### src/rtl/sysreg_pkg.sv
package sysreg_pkg;
  localparam int ADDR_W = 16;
  localparam int DATA_W = 8;

  typedef enum int {
    SEL_SPECIAL = 0,
    SEL_EQUIP   = 1,
    SEL_KEYLOCK = 2,
    SEL_SYSCTL  = 3,
    SEL_CACHEST = 4,
    SEL_MAPTYPE = 5,
    SEL_LOCK_A  = 6,
    SEL_LOCK_B  = 7
  } sel_e;

  localparam int NSEL = 8;

  localparam logic [DATA_W-1:0] RD_SPECIAL = 8'h40;
  localparam logic [DATA_W-1:0] RD_EQUIP   = 8'hFC;
  localparam logic [DATA_W-1:0] RD_KEYLOCK = 8'h00;
  localparam logic [DATA_W-1:0] RD_CACHEST = 8'h03;
  localparam logic [DATA_W-1:0] RD_MAPTYPE = 8'h00;
  localparam logic [DATA_W-1:0] RD_NONE    = 8'hFF;

  localparam int BIT_SOFTRST = 7;
  localparam int BIT_ENDIAN  = 6;
  localparam int BIT_MAPMODE = 7;

  function automatic logic [15:0] sel_port(int idx);
    case (idx)
      SEL_SPECIAL: sel_port = 16'h0092;
      SEL_EQUIP:   sel_port = 16'h080C;
      SEL_KEYLOCK: sel_port = 16'h0818;
      SEL_SYSCTL:  sel_port = 16'h081C;
      SEL_CACHEST: sel_port = 16'h0823;
      SEL_MAPTYPE: sel_port = 16'h0850;
      SEL_LOCK_A:  sel_port = 16'h0810;
      SEL_LOCK_B:  sel_port = 16'h0812;
      default:     sel_port = 16'hFFFF;
    endcase
  endfunction
endpackage

### src/rtl/sysreg_decode.sv
module sysreg_decode #(
  parameter int AW   = sysreg_pkg::ADDR_W,
  parameter int NHIT = sysreg_pkg::NSEL
) (
  input  logic [AW-1:0]   addr,
  output logic [NHIT-1:0] hit
);
  for (genvar g = 0; g < NHIT; g++) begin : g_cmp
    assign hit[g] = (addr == AW'(sysreg_pkg::sel_port(g)));
  end
endmodule

### src/rtl/sysreg_state.sv
module sysreg_state #(
  parameter int DW = sysreg_pkg::DATA_W
) (
  input  logic          clk,
  input  logic          rst,
  input  logic          we_special,
  input  logic          we_sysctl,
  input  logic          we_maptype,
  input  logic          we_lock_a,
  input  logic          we_lock_b,
  input  logic [DW-1:0] wdata,
  output logic [1:0]    lock_q,
  output logic [DW-1:0] ctrl_q,
  output logic          pulse_q,
  output logic          endian_q,
  output logic          map_q
);
  import sysreg_pkg::*;

  always_ff @(posedge clk) begin
    if (rst) begin
      lock_q   <= 2'b00;
      ctrl_q   <= '0;
      pulse_q  <= 1'b0;
      endian_q <= 1'b0;
      map_q    <= 1'b0;
    end else begin
      pulse_q <= we_special & wdata[BIT_SOFTRST];
      if (we_special && wdata[BIT_ENDIAN]) endian_q <= 1'b1;
      if (we_maptype && wdata[BIT_MAPMODE]) map_q <= 1'b1;
      if (we_lock_a) lock_q[0] <= ~lock_q[0];
      if (we_lock_b) lock_q[1] <= ~lock_q[1];
      if (we_sysctl) ctrl_q <= wdata;
    end
  end
endmodule

### src/rtl/sysreg_bank.sv
module sysreg_bank #(
  parameter int ADDR_W = sysreg_pkg::ADDR_W,
  parameter int DATA_W = sysreg_pkg::DATA_W
) (
  input  logic              clk,
  input  logic              rst,
  input  logic [ADDR_W-1:0] port_addr,
  input  logic              rd_en,
  input  logic              wr_en,
  input  logic [DATA_W-1:0] wr_data,
  output logic [DATA_W-1:0] rd_data,
  output logic              soft_reset,
  output logic              endian_fault,
  output logic              map_fault,
  output logic [1:0]        nv_lock,
  output logic [DATA_W-1:0] sys_ctrl
);
  import sysreg_pkg::*;

  logic [NSEL-1:0] hit;

  sysreg_decode #(.AW(ADDR_W), .NHIT(NSEL)) u_dec (
    .addr (port_addr),
    .hit  (hit)
  );

  sysreg_state #(.DW(DATA_W)) u_state (
    .clk        (clk),
    .rst        (rst),
    .we_special (wr_en & hit[SEL_SPECIAL]),
    .we_sysctl  (wr_en & hit[SEL_SYSCTL]),
    .we_maptype (wr_en & hit[SEL_MAPTYPE]),
    .we_lock_a  (wr_en & hit[SEL_LOCK_A]),
    .we_lock_b  (wr_en & hit[SEL_LOCK_B]),
    .wdata      (wr_data),
    .lock_q     (nv_lock),
    .ctrl_q     (sys_ctrl),
    .pulse_q    (soft_reset),
    .endian_q   (endian_fault),
    .map_q      (map_fault)
  );

  always_comb begin
    rd_data = '0;
    if (rd_en) begin
      if      (hit[SEL_SPECIAL]) rd_data = DATA_W'(RD_SPECIAL);
      else if (hit[SEL_EQUIP])   rd_data = DATA_W'(RD_EQUIP);
      else if (hit[SEL_KEYLOCK]) rd_data = DATA_W'(RD_KEYLOCK);
      else if (hit[SEL_SYSCTL])  rd_data = sys_ctrl;
      else if (hit[SEL_CACHEST]) rd_data = DATA_W'(RD_CACHEST);
      else if (hit[SEL_MAPTYPE]) rd_data = DATA_W'(RD_MAPTYPE);
      else                       rd_data = DATA_W'(RD_NONE);
    end
  end
endmodule

### config.mk
export PLATFORM = sky130hd
export DESIGN_NAME = sysreg_bank
export DESIGN_NICKNAME = d
export VERILOG_FILES = /design/src/rtl/sysreg_pkg.sv /design/src/rtl/sysreg_decode.sv /design/src/rtl/sysreg_state.sv /design/src/rtl/sysreg_bank.sv
export SDC_FILE = /design/constraint.sdc
export NUM_CORES = 1
export LEC_CHECK = 0
export BUFFER_PORTS_ARGS = -buffer_cell sky130_fd_sc_hd__buf_2
export CORE_UTILIZATION = 46
export DETAILED_ROUTE_END_ITERATION = 10
export PLACE_DENSITY = 0.89
export SYNTH_ARGS = -nofsm -noshare
export SYNTH_HDL_FRONTEND = slang
export SYNTH_SLANG_ARGS = --single-unit
### constraint.sdc
create_clock -name clk -period 2.5 [get_ports clk]
set_clock_uncertainty 0.15 [all_clocks]
set_input_delay 0.125 -clock clk [delete_from_list [all_inputs] [get_ports clk]]
set_output_delay 0.125 -clock clk [all_outputs]
set_load 0.02 [all_outputs]
After elaboration in Yosys (flattened, before gate mapping)
Cells that the tools add are included.

Bits in registers: 13. Bits of input ports: 28. Output and inout port bits: 21. Word-level logic and storage cells: 31.

Equal/unequal tests: 8. Muxes and demuxes: 7. Bitwise logic cells: 8. Reduce and logical (&&, ||, !) cells: 2.

Operators with widths (number): 16-bit by 12-bit equality test with 1-bit output, second input constant (7); 8-bit 2-to-1 mux (7); 16-bit by 8-bit equality test with 1-bit output, second input constant (1); 1-bit bitwise AND (6); 1-bit logical AND (2); 1-bit NOT (2).

Longest topological paths before layout
Gate-level depths: netlist of run 1.

Depth in word-level cells: 8. Gate-level depth with buffers: 5. Depth with buffers taken out: 4.

By module
From an unflattened synthesis of run 1, not the netlist that was laid out.

Cells, all modules: 88. Area total of the unflattened synthesis: 833.3 um^2.

By module, submodules not included: sysreg_state (times used 1, cells an instance 41, area an instance 436.7 um^2, seq. area each 260.2 um^2); sysreg_bank (times used 1, cells an instance 25, area an instance 210.2 um^2, seq. area each 0.0 um^2); sysreg_decode (times used 1, cells an instance 22, area an instance 186.4 um^2, seq. area each 0.0 um^2).

Worst setup path after synthesis of run 1
No wires, ideal clock.

Path kind: input to output. From: in port_addr[14]. To: out rd_data[0]. Data arrival time: 1.270 ns. Required time: 2.225 ns. Path slack: 0.955 ns. Cell stages on the path: 4. Path buffers: 0. Path through: nor4_4 > nand4_2 > o21ai_2 > nor3_1.

Longest elaborated chain between the ends: 8. Elaborated cells on any way between the ends: 13. Classes of those cells: eq/ne (6); mux (7).

RTL lines: start, declared (RTL line sysreg_bank.sv:7) `input logic [ADDR_W-1:0] port_addr,`; 16-bit by 12-bit equality test with 1-bit output (RTL line sysreg_decode.sv:9) `assign hit[g] = (addr == AW'(sysreg_pkg::sel_port(g)));`; 8-bit 2-to-1 mux (RTL line sysreg_bank.sv:51) `else if (hit[SEL_MAPTYPE]) rd_data = DATA_W'(RD_MAPTYPE);`; 8-bit 2-to-1 mux (RTL line sysreg_bank.sv:50) `else if (hit[SEL_CACHEST]) rd_data = DATA_W'(RD_CACHEST);`; 8-bit 2-to-1 mux (RTL line sysreg_bank.sv:49) `else if (hit[SEL_SYSCTL]) rd_data = sys_ctrl;`; 8-bit 2-to-1 mux (RTL line sysreg_bank.sv:48) `else if (hit[SEL_KEYLOCK]) rd_data = DATA_W'(RD_KEYLOCK);`; 8-bit 2-to-1 mux (RTL line sysreg_bank.sv:47) `else if (hit[SEL_EQUIP]) rd_data = DATA_W'(RD_EQUIP);`; 8-bit 2-to-1 mux * (RTL line sysreg_bank.sv:46) `if (hit[SEL_SPECIAL]) rd_data = DATA_W'(RD_SPECIAL);`; 8-bit 2-to-1 mux * (RTL line sysreg_bank.sv:45) `if (rd_en) begin`; end, declared (RTL line sysreg_bank.sv:11) `output logic [DATA_W-1:0] rd_data,`.

Every way passes the cells marked *; elsewhere a longest branch is shown, timed or not.

Final worst setup path of run 1
Ends and elaborated chain as after synthesis.

==> metrics.txt, run 1 <==
count of port buffers added during placement=48; TritonCTS clock tree=built; net count after synthesis=135; GRT Resource Usage Total=0.289; number of instances in the synthesized netlist=107; critical path cell sequence=buf_2 > nor4_4 > nand4_2 > o21ai_2 > nor3_1 > buf_2; total number of nets in the final design=193; starting density of the core=0.486; portion of the post-synthesis area used by sequential elements=0.310; antenna fix cells=0; peak clock frequency supported by timing=0.479 GHz; most common cell after layout, fill and taps aside=buf_2; setup repair after global routing missed its margin=false; post-detail-place hpwl=1.96 mm; crit-path max FO=9; Hold/Removal Path Class=input port to flop; power density over the cells=355 nW/µm²; core footprint=1730 µm²; via count of the first global-routing pass=1,021; total DRC errors in the routed layout=0; synthesized area=840 µm²; Max-cap violations=0; per-cell via count in the routed design=5.97; clock insertion delay at the later pin of the skew report=0.28 ns; Leak=0.497 nW; antenna-violating nets left=0; worst stage delay on the critical path=0.52 ns; die width=44.7 µm; most frequent cells in the layout=48 x buf_2, 13 x dfxtp_1, 11 x nand3_1, 10 x a21oi_1; Worst Hold Margin=0.0309 ns; num ports=49; total setup buffers inserted after CTS=0; number of cells in the finished layout apart from fillers=189; total via count in the routed design=1,128; DP Worst Slack=0.488 ns; number of antenna violations at the first check in global routing=0; time the final worst path needs with I/O delays and setup=2.09 ns; P&R area growth vs syn=43.1%; number of pins with negative max-slew slack in the final report=0; Syn Area/Cell=7.85 µm²; cell with the biggest individual delay on the critical path=nor4_4; Post-Place Cell Area=1090 µm²; CTS clk-pin slew, worst paths=0.07 ns; maximum number of pins on one net before global-route repair=15; crit path kind=input port to primary output; post-route standard cell area excluding fillers=1200 µm²; Worst Hold Depth=2; final weighted congestion in routability-driven placement=0.870; Final Setup Violations=0; Worst Setup End Kind=primary output; routed wire length=2.65 mm; total clock sinks=13; wire length of the first global-routing pass=4.32 mm; Arrival @ worst endpoint=1.81 ns; standard-cell rows=15; required time of the critical path=2.23 ns; per-cell routed wire length=14.0 µm; final hold violations=0; synthesized flop and latch total=13; dominant cell type by count on the critical path=buf_2; library cells used by synthesis=33; clock buffer depth=2; Worst Setup Slack, final=0.411 ns; cell depth of the worst setup path=6; Chip Height=44.7 µm; launching element type of the critical path=input port; Congestion Overflow GR=0; Worst Path Buf+Inv=2; placed cell count=177; worst IR drop on VDD=313 µV; die area=2000 µm²; result of the run=completed; # H-tree levels=1; family with the most delay on the worst path=simple AND/OR/NAND/NOR gates; tightest slew margin relative to the limit=0.649; TritonCTS Buffers=3; setup TNS=0 ns; crit share post-route=0.836; r2r worst-path depth=2; Root Driver=clkbuf_4; number of design-rule violations left by the first detailed-router iteration=64; total iterations of the first detailed-routing run=4; Worst-Margin Slew=0.523 ns; synthesis warning total=0; share of post-route cells with drive strength above 1=0.366
-- cells by family after synthesis --
family | after synthesis | share of synthesized area
simple gates | 59 | 0.450
buf+inv | 5 | 0.0283
flops | 13 | 0.310
compound gates | 30 | 0.212
-- Yosys cell counts --
| cell type | instances | area [µm²] |
|---|---|---|
| a21oi_1 | 10 | 50.1 |
| and2_1 | 1 | 6.26 |
| and4_2 | 1 | 10.0 |
| and4bb_2 | 1 | 12.5 |
| buf_2 | 1 | 5.00 |
| buf_4 | 1 | 7.51 |
| clkbuf_1 | 1 | 3.75 |
| dfxtp_1 | 13 | 260 |
| inv_1 | 2 | 7.51 |
| nand2_1 | 6 | 22.5 |
| nand2_2 | 1 | 6.26 |
| nand3_1 | 11 | 55.1 |
| nand4_1 | 4 | 25.0 |
| nand4_2 | 1 | 12.5 |
| nor2_1 | 6 | 22.5 |
| nor2b_1 | 4 | 25.0 |
| nor3_1 | 9 | 45.0 |
| nor3_2 | 1 | 10.0 |
| nor3b_1 | 1 | 7.51 |
| nor4_1 | 1 | 6.26 |
| nor4_4 | 1 | 21.3 |
| nor4b_1 | 1 | 8.76 |
| nor4b_2 | 1 | 15.0 |
| nor4bb_1 | 3 | 30.0 |
| o211ai_1 | 1 | 7.51 |
| o21ai_0 | 9 | 45.0 |
| o21ai_2 | 1 | 8.76 |
| o21ba_2 | 1 | 10.0 |
| o22ai_1 | 6 | 37.5 |
| o31ai_1 | 1 | 7.51 |
| o41a_1 | 1 | 11.3 |
| or3_1 | 1 | 6.26 |
| or4_1 | 4 | 30.0 |
-- where the power goes --
group / internal [W] / switching [W] / leakage (nW)
clock network: 0.0000620 / 0.0000670 / 0.0150
registers: 0.000207 / 0.00000000130 / 0.105
logic: 0.0000398 / 0.0000509 / 0.377
total: 0.000308 / 0.000118 / 0.497
-- final timing paths --
path | start | end | slack, ns
worst max-delay path | port_addr[14] | rd_data[0] | 0.41
worst min-delay path | rst | u_state.map_q | 0.03
worst max register to register | u_state.lock_q[0] | u_state.lock_q[0] | 1.31
worst min register to register | u_state.lock_q[0] | u_state.lock_q[0] | 0.33
-- flip-flops by register name, summed over array words and instances, names as in the netlist --
register and flops:
u_state.endian_q 1, u_state.pulse_q 1, u_state.map_q 1, u_state.ctrl_q 8
u_state.lock_q 2
-- layer usage --
| metal | up-vias | GRT usage | part of all wire |
|---|---|---|---|
| met4 | 0 | 0.158 | 0.025 |
| met1 | 517 | 0.328 | 0.37 |
| met2 | 66 | 0.488 | 0.53 |
| met3 | 13 | 0.0800 | 0.079 |
| li1 | 532 | - | - |
| met5 | - | 0 | 0 |
-- stage by stage --
stage / util / total power (W)
3_5_place_dp: 0.634 / 0.000290
3_3_place_gp: 0.634 / 0.000289
2_1_floorplan: - / 0.000247
6_report: 0.696 / 0.000426
5_1_grt: 0.696 / 0.000447
4_1_cts: 0.696 / 0.000427
-- cell type report --
type,instances,area (µm²)
clock buffers,4,26.3
fillers,150,526
inverters,2,7.51
multi-input cells,89,556
flip-flops and latches,13,260
well taps,25,31.3
repair buffers,56,320
-- repair_timing --
| item | CTS | global route |
|---|---|---|
| hold buffers | 8 | 0 |
| gates resized for setup | 0 | 0 |
| endpoints found under the hold margin | 9 | 0 |
Power figures use the tool's default switching activity.
==> inputs of run 2 (changes only) <==
--- a/config.mk
+++ b/config.mk
@@ -5,10 +5,11 @@
 export SDC_FILE = /design/constraint.sdc
 export NUM_CORES = 1
 export LEC_CHECK = 0
+export ABC_AREA = 1
 export BUFFER_PORTS_ARGS = -buffer_cell sky130_fd_sc_hd__buf_2
-export CORE_UTILIZATION = 46
+export CORE_UTILIZATION = 44
 export DETAILED_ROUTE_END_ITERATION = 10
-export PLACE_DENSITY = 0.89
+export PLACE_DENSITY = 0.83
 export SYNTH_ARGS = -nofsm -noshare
 export SYNTH_HDL_FRONTEND = slang
 export SYNTH_SLANG_ARGS = --single-unit
==> constraint.sdc (replaced) <==
create_clock -name clk -period 2.05 [get_ports clk]
set_clock_uncertainty 0.15 [all_clocks]
set_input_delay 0.1025 -clock clk [delete_from_list [all_inputs] [get_ports clk]]
set_output_delay 0.1025 -clock clk [all_outputs]
set_load 0.02 [all_outputs]
==> run 2 against run 1 <==
Compared with the run above:
- highest routed layer unchanged
- critical path depth rose by 3
- setup slack lost 0.21 ns
- critical path type is now input port to flop
- cell count up 24%
- via count up 3.1%
- cell area up 14%
- first-iteration DRC count fell by 69%
- clock power increased by 19%
- non-clock buffer count increased by 8
- largest power group unchanged
- combinational power increased by 16%
- worst hold slack better by 0.016 ns
==> metrics.txt, run 2 <==
prevailing post-synth register cell=dfxtp_1 (unchanged); GR peak layer=met2 (unchanged); Arrival @ worst endpoint=1.86 ns (was 1.81 ns); tightest slew margin relative to the limit=0.847 (was 0.649); standard-cell rows=16 (was 15); num ports=49 (unchanged); clock insertion delay at the later pin of the skew report=0.27 ns (was 0.28 ns); starting density of the core=0.477 (was 0.486); net count after synthesis=172 (was 135); antenna fix cells=0 (unchanged); total clock sinks=13 (unchanged); P&R area growth vs syn=44.3% (was 43.1%); synthesized flop and latch total=13 (unchanged); Worst Hold Margin=0.0464 ns (was 0.0309 ns); power density over the cells=374 nW/µm² (was 355 nW/µm²); Chip Height=48.4 µm (was 44.7 µm); required time of the critical path=2.06 ns (was 2.23 ns); number of antenna violations at the first check in global routing=0 (unchanged); post-detail-place hpwl=1.83 mm (was 1.96 mm); wire length of the first global-routing pass=4.59 mm (was 4.32 mm); total DRC errors in the routed layout=0 (unchanged); final core area utilization=0.689 (was 0.696); launching point of the worst reg2reg path=u_state.ctrl_q[0] (was u_state.lock_q[0]); r2r worst-path depth=3 (was 2); number of instances in the synthesized netlist=144 (was 107); Worst Path Buf+Inv=3 (was 2); time the final worst path needs with I/O delays and setup=1.85 ns; per-cell via count in the routed design=4.97 (was 5.97); async set-reset flop share out of synthesis=0 (unchanged); crit-path max FO=17 (was 9); Final Setup Violations=0 (unchanged); register with the most flip-flops=u_state.ctrl_q (unchanged); clock buffer depth=2 (unchanged); total iterations of the first detailed-routing run=4 (unchanged); net switching fraction of the power=0.266 (was 0.276); peak clock frequency supported by timing=0.541 GHz; Syn Area/Cell=6.57 µm² (was 7.85 µm²); met2 capacity usage during global routing=0.467 (was 0.488); cell depth of the worst setup path=9 (was 6); post-synth top area cell=dfxtp_1 (unchanged); result of the run=completed (unchanged); Largest regs=u_state.ctrl_q: 8 flops, u_state.lock_q: 2 flops (unchanged); launching element type of the critical path=input port (unchanged); setup TNS=0 ns (unchanged); flip-flop count of the largest register after layout=8 (unchanged); number of design-rule violations left by the first detailed-router iteration=20 (was 64); share of post-route cells with drive strength above 1=0.324 (was 0.366); count of port buffers added during placement=48 (unchanged); CTS clk-pin slew, worst paths=0.07 ns (about the same); TritonCTS clock tree=built (unchanged); largest cells by area after synthesis=dfxtp_1 28%, nand2_1 12%, nand4_1 7.9% (was dfxtp_1 31%, nand3_1 6.6%, a21oi_1 6.0%); most frequent cell after synthesis=nand2_1 (was dfxtp_1); Hold/Removal Path Class=input port to flop (unchanged); final weighted congestion in routability-driven placement=0.825 (was 0.870); library cells used by synthesis=23 (was 33); GRT Resource Usage Total=0.243 (was 0.289); TritonCTS Buffers=3 (unchanged); Worst Hold Depth=3 (was 2); Comb power frac=0.206 (was 0.213); number of pins with negative max-slew slack in the final report=0 (unchanged); cell with the biggest individual delay on the critical path=dlygate4sd3_1 (was nor4_4); synthesized area=946 µm² (was 840 µm²); Root Driver=clkbuf_4 (unchanged); core footprint=1980 µm² (was 1730 µm²); register-to-register setup slack=0.72 ns (was 1.31 ns); fraction of power consumed by sequential logic=0.494 (was 0.485); top cells by instance count after synthesis=31 x nand2_1, 18 x nor2_1, 17 x inv_1 (was 13 x dfxtp_1, 11 x nand3_1, 10 x a21oi_1); total setup buffers inserted after CTS=0 (unchanged); most common cell after layout, fill and taps aside=buf_2 (unchanged); cell internal power dissipation=0.000375 W (was 0.000308 W); die width=48.4 µm (was 44.7 µm); die area=2340 µm² (was 2000 µm²); dominant cell type by count on the critical path=nand2_1 (was buf_2); Congestion Overflow GR=0 (unchanged); routed wire length=2.54 mm (was 2.65 mm); placed cell count=215 (was 177); Clock Power Share=0.300 (was 0.302); Worst-Margin Slew=0.229 ns (was 0.523 ns); # H-tree levels=1 (unchanged); synthesis warning total=0 (unchanged); antenna-violating nets left=0 (unchanged); maximum number of pins on one net before global-route repair=18 (was 15); total number of nets in the final design=236 (was 193); critical path cell sequence=buf_2 > nor2_1 > nand2_1 > nor2_4 > buf_4 > nand3_2 > nand2_1 > a21oi_1 > dlygate4sd3_1 (was buf_2 > nor4_4 > nand4_2 > o21ai_2 > nor3_1 > buf_2); met3 Use GR=0.0283 (was 0.0800); crit share post-route=0.902; Critical Path Source=port_addr[15] (was port_addr[14]); worst stage delay on the critical path=0.56 ns (was 0.52 ns); final hold violations=0 (unchanged); GR Layer Usage met1=0.273 (was 0.328); family with the most delay on the worst path=buffers and inverters (was simple AND/OR/NAND/NOR gates); total net switching power=0.000136 W (was 0.000118 W); R2R Path End=u_state.ctrl_q[0] (was u_state.lock_q[0]); per-cell routed wire length=10.8 µm (was 14.0 µm); crit path kind=input port to flop (was input port to primary output); setup repair after global routing missed its margin=false (unchanged); Tot Pwr=0.000511 W (was 0.000426 W); via count of the first global-routing pass=1,124 (was 1,021); Worst setup endpoint=u_state.ctrl_q[4] (was rd_data[0]); worst IR drop on VDD=446 µV (was 313 µV); Leak=0.746 nW (was 0.497 nW); number of enable flip-flop cells after synthesis=0 (unchanged); portion of the post-synthesis area used by sequential elements=0.275 (was 0.310); number of cells in the finished layout apart from fillers=234 (was 189); area share of the largest cell type after synthesis=0.275 (was 0.310); Worst Setup End Kind=flop (was primary output); total via count in the routed design=1,163 (was 1,128); Max-cap violations=0 (unchanged); most frequent cells in the layout=48 x buf_2, 31 x nand2_1, 18 x nor2_1, 17 x inv_1, 15 x dlygate4sd3_1 (was 48 x buf_2, 13 x dfxtp_1, 11 x nand3_1, 10 x a21oi_1)
## run 2: changes by cell type after synthesis, sizes merged, moves of 3 or more
cell | before | now
nor2 | 6 | 24
nor2b | 4 | 0
nand3b | 0 | 6
nand2 | 7 | 33
nor3 | 10 | 6
or4 | 4 | 0
nand4 | 5 | 12
inv | 2 | 19
o22ai | 6 | 0
nor4bb | 3 | 0
o21ai | 10 | 2
## run 2: power groups by stage
stage	Sequential (W)	Clock, W	Combinational (W)
after global routing	0.000252	0.000171	0.000117
after detailed placement	0.000258	0	0.0000916
after global placement	0.000258	0	0.0000892
after CTS	0.000252	0.000157	0.000105
after floorplan	0.000258	0	0.0000479
final	0.000252	0.000153	0.000105
## run 2: worst min path at each step
| stage | endpoint | start | slack (ns) |
|---|---|---|---|
| after detailed placement | u_state.pulse_q | wr_data[7] | 0.24 |
| final | u_state.pulse_q | wr_en | 0.05 |
| after global routing | u_state.pulse_q | wr_en | 0.04 |
| after global placement | u_state.ctrl_q[4] | wr_data[4] | 0.24 |
| after floorplan | u_state.pulse_q | wr_data[7] | 0.1 |
| after CTS | u_state.pulse_q | wr_en | 0.04 |
## run 2: what timing repair did
action,4_1_cts,5_1_grt
hold buffers,15,0
gates resized for setup,0,0
hold endpoints to repair,11,0
endpoints found under the setup margin,0,0
## run 2: tightest hold or removal path: cells and delay by family
kind | cells | cell delay, ns
buffers and inverters | 1 | 0.18
and+or+nand+nor | 2 | 0.15
## run 2: metrics by stage
stage,worst slack (ns),cell area (µm²)
3_3_place_gp,0.503,1190
4_1_cts,0.250,1370
3_5_place_dp,0.458,1190
6_report,0.201,1370
2_1_floorplan,0.731,946
5_1_grt,0.0363,1370
## run 2: cell families after synthesis
family	Yosys count	synth area share
compound gates	14	0.0873
simple gates	92	0.517
buf+inv	25	0.120
flops	13	0.275
## run 2: cell type report
type                            instances  area (µm²)
Fill cell                             164         617
Inverter                               20        75.1
Multi-Input combinational cell        106         572
Timing Repair Buffer                   64         398
Sequential cell                        13         260
Tap cell                               27        33.8
Clock buffer                            4        26.3
## run 2: layer usage
metal  part of all wire  up-vias
li1                   -      597
met1               0.42      516
met2               0.51       44
met3              0.050        6
met4              0.021        0
met5                  0        -
==> inputs of run 3 (changes only) <==
--- a/config.mk
+++ b/config.mk
@@ -10,6 +10,7 @@
 export CORE_UTILIZATION = 44
 export DETAILED_ROUTE_END_ITERATION = 10
 export PLACE_DENSITY = 0.83
+export SKIP_CTS_REPAIR_TIMING = 1
 export SYNTH_ARGS = -nofsm -noshare
 export SYNTH_HDL_FRONTEND = slang
 export SYNTH_SLANG_ARGS = --single-unit
==> constraint.sdc (replaced) <==
create_clock -name clk -period 2.1 [get_ports clk]
set_clock_uncertainty 0.15 [all_clocks]
set_input_delay 0.105 -clock clk [delete_from_list [all_inputs] [get_ports clk]]
set_output_delay 0.105 -clock clk [all_outputs]
set_load 0.02 [all_outputs]
==> run 3 against run 2 <==
Compared with the run above:
- non-clock buffer count fell by 5
- first-iteration DRC count up 30%
- critical path depth stayed put
- combinational power about the same
- sequential cell count did not move
- register-to-register slack gained 0.02 ns
- sequential power shrank 2%
- via count shrank 2.9%
==> metrics.txt, run 3 (same netlist as run 2, synthesis figures left out) <==
fraction of power consumed by sequential logic=0.497 (was 0.494); DP Worst Slack=0.514 ns (was 0.458 ns); die area=2340 µm² (unchanged); TritonCTS Buffers=3 (unchanged); Critical Path Source=port_addr[15] (unchanged); antenna-violating nets left=0 (unchanged); Worst-Margin Slew=0.240 ns (was 0.229 ns); # H-tree levels=1 (unchanged); family with the most delay on the worst path=buffers and inverters (unchanged); tightest slew margin relative to the limit=0.840 (was 0.847); number of cells in the finished layout apart from fillers=229 (was 234); register with the most flip-flops=u_state.ctrl_q (unchanged); power density over the cells=376 nW/µm² (was 374 nW/µm²); area taken by multi-input logic gates=572 µm² (unchanged); R2R Path End=u_state.ctrl_q[1] (was u_state.ctrl_q[0]); launching point of the worst reg2reg path=u_state.ctrl_q[1] (was u_state.ctrl_q[0]); launching element type of the critical path=input port (unchanged); time the final worst path needs with I/O delays and setup=1.80 ns; total clock sinks=13 (unchanged); most common cell after layout, fill and taps aside=buf_2 (unchanged); total via count in the routed design=1,129 (was 1,163); P&R area growth vs syn=39.0% (was 44.3%); cell with the biggest individual delay on the critical path=dlygate4sd3_1 (unchanged); Worst Setup Slack, final=0.304 ns (was 0.201 ns); Arrival @ worst endpoint=1.80 ns (was 1.86 ns); via count of the first global-routing pass=1,020 (was 1,124); total number of nets in the final design=231 (was 236); Leak=0.711 nW (was 0.746 nW); fillcell total=173 (was 164); critical path cell sequence=buf_2 > nor2_1 > nand2_1 > nor2_4 > buf_4 > nand3_2 > nand2_1 > a21oi_1 > dlygate4sd3_1 (unchanged); hold wc startpoint=wr_en (unchanged); core footprint=1980 µm² (unchanged); most frequent cells in the layout=48 x buf_2, 31 x nand2_1, 18 x nor2_1, 17 x inv_1, 13 x dfxtp_1 (was 48 x buf_2, 31 x nand2_1, 18 x nor2_1, 17 x inv_1, 15 x dlygate4sd3_1); cell depth of the worst setup path=9 (unchanged); crit path kind=input port to flop (unchanged); clock insertion delay at the later pin of the skew report=0.26 ns (was 0.27 ns); post-detail-place hpwl=1.86 mm (was 1.83 mm); Worst Setup End Kind=flop (unchanged); maximum number of pins on one net before global-route repair=18 (unchanged); standard-cell rows=16 (unchanged); result of the run=completed (unchanged); crit-path max FO=17 (unchanged); number of design-rule violations left by the first detailed-router iteration=26 (was 20); worst stage delay on the critical path=0.55 ns (was 0.56 ns); flip-flop count of the largest register after layout=8 (unchanged); clock buffer depth=2 (unchanged); total iterations of the first detailed-routing run=4 (unchanged); r2r worst-path depth=3 (unchanged); Root Driver=clkbuf_4 (unchanged); final core area utilization=0.664 (was 0.689); routed wire length=2.38 mm (was 2.54 mm); Worst setup endpoint=u_state.ctrl_q[1] (was u_state.ctrl_q[4]); Final Setup Violations=0 (unchanged); setup TNS=0 ns (unchanged); net switching fraction of the power=0.261 (was 0.266); per-cell via count in the routed design=4.93 (was 4.97); Chip Height=48.4 µm (unchanged); number of pins with negative max-slew slack in the final report=0 (unchanged); die width=48.4 µm (unchanged); worst IR drop on VDD=322 µV (was 446 µV); CTS clk-pin slew, worst paths=0.07 ns (about the same); Worst Path Buf+Inv=3 (unchanged); total DRC errors in the routed layout=0 (unchanged); cell internal power dissipation=0.000366 W (was 0.000375 W); TritonCTS clock tree=built (unchanged); placed cell count=215 (unchanged); count of port buffers added during placement=48 (unchanged); Max-cap violations=0 (unchanged); final weighted congestion in routability-driven placement=0.825 (unchanged); peak clock frequency supported by timing=0.557 GHz; per-cell routed wire length=10.4 µm (was 10.8 µm); setup repair after global routing missed its margin=false (unchanged); total net switching power=0.000129 W (was 0.000136 W); Hold/Removal Path Class=input port to flop (unchanged); num ports=49 (unchanged); final hold violations=0 (unchanged); Clock Power Share=0.294 (was 0.300); Congestion Overflow GR=0 (unchanged); Comb power frac=0.209 (was 0.206); required time of the critical path=2.11 ns (was 2.06 ns); crit share post-route=0.855; sequential cell area=260 µm² (unchanged); starting density of the core=0.477 (unchanged); antenna fix cells=0 (unchanged); Tot Pwr=0.000495 W (was 0.000511 W); number of antenna violations at the first check in global routing=0 (unchanged); share of post-route cells with drive strength above 1=0.332 (was 0.324); wire length of the first global-routing pass=4.01 mm (was 4.59 mm); register-to-register setup slack=0.74 ns (was 0.72 ns); GRT Resource Usage Total=0.208 (was 0.243); Largest regs=u_state.ctrl_q: 8 flops, u_state.lock_q: 2 flops (unchanged); dominant cell type by count on the critical path=nand2_1 (unchanged)
[run 3: cell count changes in the layout (fill, tap and decap cells not counted)]
cell | before | now
dlygate4sd3_1 | 15 | 10
[run 3: layout make-up]
class,count,area share
clock buffer,4,0.0200
inverter,20,0.0571
multi-input combinational,106,0.435
sequential,13,0.198
tap,27,0.0257
timing repair buffer,59,0.265
[run 3: power groups by stage]
stage | Sequential [W] | Clock [W] | Combinational, W
6_report | 0.000246 | 0.000145 | 0.000103
3_5_place_dp | 0.000252 | 0 | 0.0000897
2_1_floorplan | 0.000252 | 0 | 0.0000468
5_1_grt | 0.000246 | 0.000163 | 0.000114
4_1_cts | 0.000246 | 0.000151 | 0.0000901
3_3_place_gp | 0.000252 | 0 | 0.0000870
[run 3: worst min-delay path: cells and delay by family]
kind | cells | cell delay [ns]
AOI/OAI and AO/OA | 1 | 0.06
and+or+nand+nor | 1 | 0.11
buffers and inverters | 1 | 0.18
[run 3: worst min-delay path by stage]
stage	endpoint	slack [ns]	depth (start not counted)
floorplan	u_state.pulse_q	0.1	2
global placement	u_state.ctrl_q[4]	0.24	3
detailed placement	u_state.pulse_q	0.24	3
CTS	u_state.ctrl_q[2]	-0.04	3
global route	u_state.pulse_q	0.08	3
finish	u_state.ctrl_q[5]	0.08	3
[run 3: routing by layer]
layer | part of all wire | wire length [µm] | GRT usage
met1 | 0.44 | 1050 | 0.267
met2 | 0.51 | 1200 | 0.364
met3 | 0.046 | 109 | 0.0126
met4 | 0.0059 | 14 | 0.0833
met5 | 0 | 0 | 0
[run 3: metrics by stage]
stage          hold WS [ns]  area [µm²]
2_1_floorplan        0.0986         946
3_3_place_gp          0.238        1190
3_5_place_dp          0.242        1190
4_1_cts             -0.0419        1210
5_1_grt              0.0848        1320
6_report             0.0848        1320
